**src/rtl/serrx_pkg.sv**
```systemverilog
package serrx_pkg;

    typedef enum logic [1:0] {
        ST_IDLE  = 2'd0,
        ST_START = 2'd1,
        ST_DATA  = 2'd2,
        ST_STOP  = 2'd3
    } rx_state_e;

    // line status bit positions
    localparam int LS_READY = 0;
    localparam int LS_OVR   = 1;
    localparam int LS_FERR  = 2;
    localparam int LS_W     = 3;

endpackage

```
**src/rtl/serrx_sync.sv**
```systemverilog
module serrx_sync #(
    parameter int STAGES = 2
) (
    input  logic clk,
    input  logic rst_n,
    input  logic din,
    output logic dout
);

    logic [STAGES-1:0] chain_q;

    generate
        if (STAGES == 1) begin : g_single
            always_ff @(posedge clk or negedge rst_n) begin
                if (!rst_n) chain_q <= 1'b1;
                else        chain_q <= din;
            end
        end else begin : g_multi
            always_ff @(posedge clk or negedge rst_n) begin
                if (!rst_n) chain_q <= '1;
                else        chain_q <= {chain_q[STAGES-2:0], din};
            end
        end
    endgenerate

    assign dout = chain_q[STAGES-1];

endmodule

```
**src/rtl/serrx_fsm.sv**
```systemverilog
module serrx_fsm
    import serrx_pkg::*;
#(
    parameter int OSR   = 16,
    parameter int DBITS = 8
) (
    input  logic             clk,
    input  logic             rst_n,
    input  logic             tick,
    input  logic             line,
    output logic             load,
    output logic [DBITS-1:0] load_data,
    output logic             load_ferr,
    output rx_state_e        state
);

    localparam int CW = (OSR > 2) ? $clog2(OSR) : 1;
    localparam int BW = (DBITS > 2) ? $clog2(DBITS) : 1;
    localparam logic [CW-1:0] T_LAST = CW'(OSR - 1);
    localparam logic [CW-1:0] T_MID  = CW'(OSR / 2 - 1);
    localparam logic [BW-1:0] B_LAST = BW'(DBITS - 1);

    rx_state_e        state_q, state_d;
    logic [CW-1:0]    tcnt_q;
    logic [BW-1:0]    bcnt_q;
    logic [DBITS-1:0] shift_q;
    logic             prev_q;

    logic at_mid, at_end;
    assign at_mid = tick && (tcnt_q == T_MID);
    assign at_end = tick && (tcnt_q == T_LAST);

    // state register
    always_ff @(posedge clk or negedge rst_n) begin
        if (!rst_n) state_q <= ST_IDLE;
        else        state_q <= state_d;
    end

    // next state
    always_comb begin
        state_d = state_q;
        unique case (state_q)
            ST_IDLE:  if (tick && prev_q && !line) state_d = ST_START;
            ST_START: if (at_mid)                  state_d = line ? ST_IDLE : ST_DATA;
            ST_DATA:  if (at_end && bcnt_q == B_LAST) state_d = ST_STOP;
            ST_STOP:  if (at_end)                  state_d = ST_IDLE;
            default:  state_d = ST_IDLE;
        endcase
    end

    // counters and shift register
    always_ff @(posedge clk or negedge rst_n) begin
        if (!rst_n) begin
            tcnt_q  <= '0;
            bcnt_q  <= '0;
            shift_q <= '0;
            prev_q  <= 1'b1;
        end else if (tick) begin
            prev_q <= line;
            if (state_d != state_q) begin
                tcnt_q <= '0;
                if (state_d == ST_DATA) bcnt_q <= '0;
            end else if (state_q != ST_IDLE) begin
                tcnt_q <= (tcnt_q == T_LAST) ? '0 : tcnt_q + 1'b1;
            end
            if (state_q == ST_DATA && at_end) begin
                shift_q <= {line, shift_q[DBITS-1:1]};
                bcnt_q  <= bcnt_q + 1'b1;
            end
        end
    end

    // outputs
    always_comb begin
        load      = (state_q == ST_STOP) && at_end;
        load_data = shift_q;
        load_ferr = !line;
        state     = state_q;
    end

endmodule

```
**src/rtl/serrx_hold.sv**
```systemverilog
module serrx_hold #(
    parameter int DBITS = 8
) (
    input  logic             clk,
    input  logic             rst_n,
    input  logic             load,
    input  logic [DBITS-1:0] load_data,
    input  logic             load_ferr,
    input  logic             rd,
    output logic [DBITS-1:0] data,
    output logic             ready,
    output logic             ovr,
    output logic             ferr
);

    always_ff @(posedge clk or negedge rst_n) begin
        if (!rst_n) begin
            data  <= '0;
            ready <= 1'b0;
            ovr   <= 1'b0;
            ferr  <= 1'b0;
        end else if (load) begin
            data  <= load_data;
            ferr  <= load_ferr;
            ready <= 1'b1;
            ovr   <= rd ? 1'b0 : (ovr | ready);
        end else if (rd) begin
            ready <= 1'b0;
            ovr   <= 1'b0;
        end
    end

endmodule

```
**src/rtl/serrx_top.sv**
```systemverilog
module serrx_top
    import serrx_pkg::*;
#(
    parameter int OSR   = 16,
    parameter int DBITS = 8,
    parameter int SYNC  = 2
) (
    input  logic             clk,
    input  logic             rst_n,
    input  logic             tick16,
    input  logic             rxd_in,
    input  logic             rd_strobe,
    output logic [DBITS-1:0] rd_data,
    output logic [LS_W-1:0]  line_stat
);

    logic             line_s;
    logic             load_pulse;
    logic [DBITS-1:0] load_data;
    logic             load_ferr;
    rx_state_e        fsm_state;
    logic             ready, ovr, ferr;

    serrx_sync #(.STAGES(SYNC)) u_sync (
        .clk  (clk),
        .rst_n(rst_n),
        .din  (rxd_in),
        .dout (line_s)
    );

    serrx_fsm #(.OSR(OSR), .DBITS(DBITS)) u_fsm (
        .clk      (clk),
        .rst_n    (rst_n),
        .tick     (tick16),
        .line     (line_s),
        .load     (load_pulse),
        .load_data(load_data),
        .load_ferr(load_ferr),
        .state    (fsm_state)
    );

    serrx_hold #(.DBITS(DBITS)) u_hold (
        .clk      (clk),
        .rst_n    (rst_n),
        .load     (load_pulse),
        .load_data(load_data),
        .load_ferr(load_ferr),
        .rd       (rd_strobe),
        .data     (rd_data),
        .ready    (ready),
        .ovr      (ovr),
        .ferr     (ferr)
    );

    always_comb begin
        line_stat           = '0;
        line_stat[LS_READY] = ready;
        line_stat[LS_OVR]   = ovr;
        line_stat[LS_FERR]  = ferr;
    end

endmodule

```
**config.mk**
```make
export PLATFORM = sky130hd
export DESIGN_NAME = serrx_top
export DESIGN_NICKNAME = d
export VERILOG_FILES = /design/src/rtl/serrx_pkg.sv /design/src/rtl/serrx_sync.sv /design/src/rtl/serrx_fsm.sv /design/src/rtl/serrx_hold.sv /design/src/rtl/serrx_top.sv
export SDC_FILE = /design/constraint.sdc
export NUM_CORES = 1
export LEC_CHECK = 0
export BUFFER_PORTS_ARGS = -buffer_cell sky130_fd_sc_hd__buf_2
export CORE_ASPECT_RATIO = 0.75
export CORE_MARGIN = 2
export CORE_UTILIZATION = 35
export CTS_CLUSTER_SIZE = 10
export DETAILED_ROUTE_END_ITERATION = 6
export PLACE_DENSITY = 0.65
export SETUP_SLACK_MARGIN = 0.15
export SYNTH_ARGS = -nofsm -noshare
export SYNTH_HDL_FRONTEND = slang
export SYNTH_SLANG_ARGS = --single-unit
```
**constraint.sdc**
```tcl
create_clock -name clk -period 1.55 [get_ports clk]
set_input_delay 0.31 -clock clk [delete_from_list [all_inputs] [get_ports clk]]
set_output_delay 0.31 -clock clk [all_outputs]
set_load 0.005 [all_outputs]
```
==> metrics.json, run 1 <==
{
  "status": "finished clean",
  "grt-ovfl-total": 0,
  "diodes_inserted": 0,
  "power.leakage_uw": 0.000897,
  "worstSetupPathType": "reg2reg",
  "wl_met3_um": 109,
  "layout.cells.most_common": "sky130_fd_sc_hd__dfrtp_1",
  "gpl.final_weighted_congestion": 0.749,
  "nNetsFinal": 146,
  "finalSetupTns_ns": 0,
  "finalClockSkew_ns": 0.00976,
  "postRouteAntennaNets": 0,
  "fin_worst_hold_slack_ns": 0.0654,
  "power.net_switching_uw": 692,
  "worstPathMaxFanout": 7,
  "worst_rel_slew_slack_pct": 54.4,
  "layout-drive-gt1-share_pct": 48.9,
  "yosys_warnings": 0,
  "avgRoutedWirePerCell_um": 14.4,
  "hpwlAfterDp_um": 1800,
  "cts-root-to-sink-buffers": 2,
  "detailroute.wirelength.met2_um": 1290,
  "netlist.top_cell.by_area": "sky130_fd_sc_hd__dfrtp_1",
  "comb_power_share_pct": 27.9,
  "post-synth-top-area-fraction_pct": 46.2,
  "drcViolationCount": 0,
  "width_of_the_die_um": 80.0,
  "netlist-cell-type-count": 40,
  "cp_slowest_cell": "sky130_fd_sc_hd__dfrtp_1",
  "timing.final.crit_share_pct": 98.6,
  "fp.dieH_um": 61.0,
  "cts_tree": "yes",
  "hp-class": "in2async",
  "holdBufCountCts": 0,
  "netSwitchingFraction_pct": 29.9,
  "final_cell_mix": "sky130_fd_sc_hd__dfrtp_1 (27), sky130_fd_sc_hd__mux2_4 (17), sky130_fd_sc_hd__buf_2 (15)",
  "internal_power_of_the_cells_uw": 1620,
  "synth.ff_latch_count": 31,
  "syn_area_per_cell_sq_um": 13.8,
  "antenna_violations_before_repair": 0,
  "number_of_global_route_vias_before_repair": 928,
  "startpoint_class_of_the_critical_path": "register",
  "worst_ep_required_time_ns": 1.71,
  "floorplan.die_area_sq_um": 4880,
  "fp-row-count": 20,
  "slowest_delay_ns": 0.41,
  "cts_htree_levels": 2,
  "critical_path_arrival_ns": 1.68,
  "finalMaxSlewViolations": 0,
  "first_pass_iteration_count_of_the_detailed_router": 4,
  "peakVddDrop_v": 0.000433,
  "initial_core_util_pct": 36.9,
  "finalHoldViolCount": 0,
  "synth.cell_area_sq_um": 1520,
  "detailroute.via_count": 968,
  "seq_power_share_pct": 44.7,
  "post_synth_inst_count": 110,
  "clock_insertion_delay_worst_skew_ns": 0.28,
  "grt_max_degree": 32,
  "crit-reg2reg-launch": "u_fsm.tcnt_q[0]",
  "netlist_top_cells_area": "sky130_fd_sc_hd__dfrtp_1 (46%), sky130_fd_sc_hd__mux2_4 (16%), sky130_fd_sc_hd__dfstp_2 (5.2%)",
  "path_cells": "ha_4 > and4_4 > and3_4 > mux2_4",
  "ios": 16,
  "num-fill-cells": 379,
  "rsz0062_at_grt": "yes",
  "clk_transition_reported_paths_ns": 0.07,
  "syn_nets": 118,
  "crit_path_start": "u_fsm.tcnt_q[0]",
  "grt_util_all_layers_pct": 13.0,
  "share_clk_of_total_power_pct": 27.4,
  "timing_worst_slew_pin_value_ns": 0.685,
  "drtIter0Drc": 84,
  "finalInstanceArea_sq_um": 1810,
  "cellPowerDensity_nw_per_um2": 1280,
  "drt-total-wl_um": 2790,
  "route.layer.met1.wl_um": 1360,
  "port_buffers": 15,
  "global_route_wire_length_before_repair_um": 4660,
  "fmax_mhz": 654,
  "total_of_endpoints_with_negative_setup_slack_in_the_final_report": 0,
  "layout-area-overhead-vs-synth_pct": 19.7,
  "fin_total_pwr_uw": 2310,
  "clockRootBuffer": "sky130_fd_sc_hd__clkbuf_8",
  "dpl-instance-area_sq_um": 1640,
  "cts_buffers": 5,
  "ys_seq_area_share_pct": 51.4,
  "top_signal_layer_used": "met4",
  "floorplan.core_area_sq_um": 4100,
  "min_period_ns": 1.53,
  "cp-end-kind": "register",
  "post_drt_via_cell_ratio": 4.99,
  "clkSinkCount": 31,
  "max_cap_violations": 0
}
==> layout make-up <==
| class | count | area (sq um) | area share, % |
|---|---|---|---|
| Sequential cell | 31 | 781 | 43.1 |
| Multi-Input combinational cell | 68 | 677 | 37.3 |
| Timing Repair Buffer | 28 | 180 | 9.94 |
| Clock buffer | 7 | 86.3 | 4.76 |
| Tap cell | 55 | 68.8 | 3.80 |
| Inverter | 4 | 15.0 | 0.828 |
| Clock inverter | 1 | 5.00 | 0.276 |
==> critical path, delay by kind of cell (launching register included) <==
| family | cells | cell delay (ns) |
|---|---|---|
| fa+ha+maj | 1 | 0.15 |
| flops | 1 | 0.41 |
| mux | 1 | 0.31 |
| simple gates | 2 | 0.53 |
==> synth_stat cells, drive strengths merged <==
cell     count
o2bb2ai      1
o22ai        1
nand3b       2
mux2        19
o21ai        4
and3b        1
a31oi        1
a41oi        1
a32o         1
nand3        1
buf          8
ha           3
clkbuf       1
and3         3
dfstp        3
o211a        1
nand2        1
nor2         2
o21a         1
nand4bb      1
inv          4
a31o         1
a21o         2
a22o         2
nand4        1
a21oi        4
dfrtp       28
nor3b        3
nor2b        3
o31ai        1
a21bo        1
and4         1
a211o        1
nor4b        2
==> per-stage QoR <==
stage | util (%) | setup slack [ns] | std cells
2_1_floorplan | - | 0.00825 | 110
3_3_place_gp | 40.1 | 0.0270 | 179
3_5_place_dp | 40.1 | -0.0306 | 179
4_1_cts | 43.5 | 0.00334 | 192
5_1_grt | 44.2 | -0.0122 | 194
6_report | 44.2 | 0.0214 | 194
==> timing repair <==
action / CTS / global route
resized for setup: 4 / 4
setup buffers: 3 / 2
endpoints found under the hold margin: 0 / 0
endpoints found under the setup margin: 20 / 25
gates cloned: 2 / 0
pin swaps: 2 / 3
==> sequential cells by signal (all words and copies together) (netlist names) <==
name	count
u_hold.data	8
u_fsm.bcnt_q	3
u_hold.ferr	1
u_hold.ovr	1
u_fsm.prev_q	1
u_fsm.load_data	8
u_fsm.state	2
u_fsm.tcnt_q	4
u_hold.ready	1
u_sync.chain_q	2
==> kinds of logic after synthesis <==
kind of cell / after synthesis / share of synthesized area [%]
DFF: 31 / 51.4
and+or+nand+nor: 21 / 10.3
AOI/OAI and AO/OA: 23 / 10.9
muxes: 19 / 18.1
buffers and inverters: 13 / 6.77
adders and majority gates: 3 / 2.48
==> worst paths after layout <==
check | endpoint | slack (ns) | depth (start not counted)
worst max register to register | u_hold.data[5] | 0.02 | 4
worst max-delay path | u_hold.data[5] | 0.02 | 4
worst min-delay path | u_fsm.tcnt_q[0] | 0.07 | 1
max in group asynchronous | u_fsm.state[0] | 0.99 | 1
worst min register to register | u_sync.chain_q[1] | 0.35 | 0
min in group clk | u_sync.chain_q[0] | 0.14 | 1
==> per-layer routing <==
layer  vias up  global-route usage, %
met5         -                      0
met4         0                   5.81
li1        461                      -
met1       478                   18.0
met3         5                   3.13
met2        24                   19.4
==> power groups by stage <==
stage / sequential (uW) / clock [uW] / combinational, uW
after floorplan: 997 / 0 / 386
after global placement: 1020 / 0 / 532
after detailed placement: 1030 / 0 / 566
after CTS: 1030 / 657 / 597
after global routing: 1050 / 697 / 720
final: 1030 / 635 / 645
Power figures use the tool's default switching activity.
==> run 2, diff against run 1 <==
PLACE_DENSITY = 0.63   (was 0.65)
REMOVE_ABC_BUFFERS = 1   (was default)
clock period = 1.6 ns   (was 1.55 ns; I/O delays follow)
==> run 2 against run 1 <==
  * Global-route usage decreased by 0.65 points
  * Largest power group unchanged
  * Largest cell class unchanged
  * Core utilization decreased by 1.1 points
  * Combinational power decreased by 25%
  * Sequential share of layout area increased by 1.1 points
  * Via count decreased by 3.0%
==> metrics.json, run 2 (synthesis results as in run 1) <==
{
  "worstSetupPathType": {"value": "reg2reg", "change": "unchanged"},
  "internal_power_of_the_cells": {"value": 1640, "unit": "uW", "change": "was 1620 uW"},
  "netSwitchingFraction": {"value": 28.3, "unit": "%", "change": "was 29.9%"},
  "worst_rel_slew_slack": {"value": 53.9, "unit": "%", "change": "was 54.4%"},
  "timing.final.crit_share": {"value": 95.2, "unit": "%", "change": "was 98.6%"},
  "width_of_the_die": {"value": 80.0, "unit": "um", "change": "unchanged"},
  "fmax": {"value": 657, "unit": "MHz", "change": "was 654 MHz"},
  "diodes_inserted": {"value": 0, "change": "unchanged"},
  "min_period": {"value": 1.52, "unit": "ns", "change": "was 1.53 ns"},
  "seq_power_share": {"value": 44.5, "unit": "%", "change": "was 44.7%"},
  "grt_util_all_layers": {"value": 12.3, "unit": "%", "change": "was 13.0%"},
  "hpwlAfterDp": {"value": 1730, "unit": "um", "change": "was 1800 um"},
  "cts_buffers": {"value": 5, "change": "unchanged"},
  "grt-ovfl-total": {"value": 0, "change": "unchanged"},
  "number_of_global_route_vias_before_repair": {"value": 894, "change": "was 928"},
  "grt_max_degree": {"value": 32, "change": "unchanged"},
  "setup_slack_after_layout": {"value": 0.0772, "unit": "ns", "change": "was 0.0214 ns"},
  "max_cap_violations": {"value": 0, "change": "unchanged"},
  "clockRootBuffer": {"value": "sky130_fd_sc_hd__clkbuf_8", "change": "unchanged"},
  "total_of_endpoints_with_negative_setup_slack_in_the_final_report": {"value": 0, "change": "unchanged"},
  "startpoint_class_of_the_critical_path": {"value": "register", "change": "unchanged"},
  "comb_power_share": {"value": 21.1, "unit": "%", "change": "was 27.9%"},
  "detailroute.via_count": {"value": 939, "change": "was 968"},
  "cts_tree": {"value": "yes", "change": "unchanged"},
  "floorplan.core_area": {"value": 4100, "unit": "sq um", "change": "unchanged"},
  "dpl_worst_slack": {"value": 0.0342, "unit": "ns", "change": "was -0.0306 ns"},
  "dpl-instance-area": {"value": 1620, "unit": "sq um", "change": "was 1640 sq um"},
  "final_cell_mix": {"value": "sky130_fd_sc_hd__dfrtp_1 (26), sky130_fd_sc_hd__mux2_4 (17), sky130_fd_sc_hd__buf_2 (15)", "change": "was sky130_fd_sc_hd__dfrtp_1 (27), sky130_fd_sc_hd__mux2_4 (17), sky130_fd_sc_hd__buf_2 (15)"},
  "floorplan.die_area": {"value": 4880, "unit": "sq um", "change": "unchanged"},
  "clkSinkCount": {"value": 31, "change": "unchanged"},
  "cellPowerDensity": {"value": 1290, "unit": "nW/um^2", "change": "was 1280 nW/um^2"},
  "crit_path_start": {"value": "u_fsm.tcnt_q[0]", "change": "unchanged"},
  "timing_worst_slew_pin_value": {"value": 0.692, "unit": "ns", "change": "was 0.685 ns"},
  "status": {"value": "finished clean", "change": "unchanged"},
  "drtIter0Drc": {"value": 68, "change": "was 84"},
  "fin_util": {"value": 43.1, "unit": "%", "change": "was 44.2%"},
  "ios": {"value": 16, "change": "unchanged"},
  "cp-end-kind": {"value": "register", "change": "unchanged"},
  "clock_insertion_delay_worst_skew": {"value": 0.28, "unit": "ns", "change": "about the same"},
  "finalHoldViolCount": {"value": 0, "change": "unchanged"},
  "dp_cells": {"value": 177, "change": "was 179"},
  "post_drt_via_cell_ratio": {"value": 4.99, "change": "about the same"},
  "finalMaxSlewViolations": {"value": 0, "change": "unchanged"},
  "avgRoutedWirePerCell": {"value": 14.4, "unit": "um", "change": "about the same"},
  "hp-class": {"value": "in2async", "change": "unchanged"},
  "initial_core_util": {"value": 36.9, "unit": "%", "change": "unchanged"},
  "fp-row-count": {"value": 20, "change": "unchanged"},
  "finalClockSkew": {"value": 0.00611, "unit": "ns", "change": "was 0.00976 ns"},
  "power.net_switching": {"value": 648, "unit": "uW", "change": "was 692 uW"},
  "finalSetupTns": {"value": 0, "unit": "ns", "change": "unchanged"},
  "layout-area-overhead-vs-synth": {"value": 16.8, "unit": "%", "change": "was 19.7%"},
  "port_buffers": {"value": 15, "change": "unchanged"},
  "nNetsFinal": {"value": 140, "change": "was 146"},
  "global_route_wire_length_before_repair": {"value": 4430, "unit": "um", "change": "was 4660 um"},
  "postRouteAntennaNets": {"value": 0, "change": "unchanged"},
  "worst_ep_required_time": {"value": 1.76, "unit": "ns", "change": "was 1.71 ns"},
  "layout-drive-gt1-share": {"value": 46.6, "unit": "%", "change": "was 48.9%"},
  "layout.cells.most_common": {"value": "sky130_fd_sc_hd__dfrtp_1", "change": "unchanged"},
  "instances_no_fill": {"value": 188, "change": "was 194"},
  "peakVddDrop": {"value": 0.000455, "unit": "V", "change": "was 0.000433 V"},
  "rsz0062_at_grt": {"value": "yes", "change": "unchanged"},
  "cts_htree_levels": {"value": 2, "change": "unchanged"},
  "antenna_violations_before_repair": {"value": 0, "change": "unchanged"},
  "finalInstanceArea": {"value": 1770, "unit": "sq um", "change": "was 1810 sq um"},
  "power.leakage": {"value": 0.000876, "unit": "uW", "change": "was 0.000897 uW"},
  "worstPathMaxFanout": {"value": 7, "change": "unchanged"},
  "drcViolationCount": {"value": 0, "change": "unchanged"},
  "share_clk_of_total_power": {"value": 34.5, "unit": "%", "change": "was 27.4%"},
  "gpl.final_weighted_congestion": {"value": 0.747, "change": "was 0.749"},
  "cts-root-to-sink-buffers": {"value": 2, "change": "unchanged"},
  "fp.dieH": {"value": 61.0, "unit": "um", "change": "unchanged"},
  "clk_transition_reported_paths": {"value": 0.07, "unit": "ns", "change": "about the same"},
  "critical_path_arrival": {"value": 1.69, "unit": "ns", "change": "was 1.68 ns"},
  "crit-reg2reg-launch": {"value": "u_fsm.tcnt_q[0]", "change": "unchanged"},
  "drt-total-wl": {"value": 2720, "unit": "um", "change": "was 2790 um"},
  "first_pass_iteration_count_of_the_detailed_router": {"value": 4, "change": "unchanged"}
}
==> run 2: cell type report <==
| cell class | count | area, sq um |
|---|---|---|
| Fill cell | 382 | 2330 |
| Sequential cell | 31 | 782 |
| Multi-Input combinational cell | 68 | 658 |
| Timing Repair Buffer | 22 | 128 |
| Clock buffer | 6 | 82.6 |
| Tap cell | 55 | 68.8 |
| Clock inverter | 2 | 35.0 |
| Inverter | 4 | 15.0 |
==> run 2: what timing repair did <==
action / 4_1_cts / 5_1_grt
hold buffers: 0 / 0
buffers inserted: 1 / 0
endpoints found under the setup margin: 19 / 25
resized for setup: 4 / 2
gates cloned: 2 / 0
pin swaps: 2 / 0
==> run 2: path summary, 6_finish.rpt <==
check / slack [ns] / cells after the start / end
worst max-delay path: 0.08 / 4 / u_fsm.load_data[6]
worst max register to register: 0.08 / 4 / u_fsm.load_data[6]
worst min-delay path: 0.08 / 1 / u_fsm.tcnt_q[2]
worst min register to register: 0.35 / 0 / u_sync.chain_q[1]
max in group asynchronous: 1.03 / 1 / u_fsm.state[1]
min in group clk: 0.14 / 1 / u_sync.chain_q[0]
==> run 2: power by group through the flow <==
stage	clock [uW]	combinational [uW]	sequential (uW)
final	789	482	1020
after global routing	848	531	1040
after CTS	802	477	1010
after detailed placement	0	466	1010
after global placement	0	450	1000
after floorplan	0	271	1000
==> run 2: per-layer routing <==
layer	up-vias	GRT usage (%)	share of wire, %
li1	447	-	-
met1	474	16.4	48
met2	14	18.2	47
met3	4	4.32	4.1
met4	0	5.57	1.2
met5	-	0	0
==> run 2: worst max-delay path, cell delays in order (launching register included) <==
cell                      delay, ns
sky130_fd_sc_hd__dfrtp_1       0.36
sky130_fd_sc_hd__ha_2          0.18
sky130_fd_sc_hd__and4_4        0.27
sky130_fd_sc_hd__and3_4        0.27
sky130_fd_sc_hd__mux2_4        0.32
==> run 2: through the flow <==
step / total power [uW] / hold WS, ns
CTS: 2290 / 0.103
finish: 2290 / 0.0831
global route: 2410 / 0.129
global placement: 1450 / 0.347
detailed placement: 1480 / 0.347
floorplan: 1280 / 0.0244
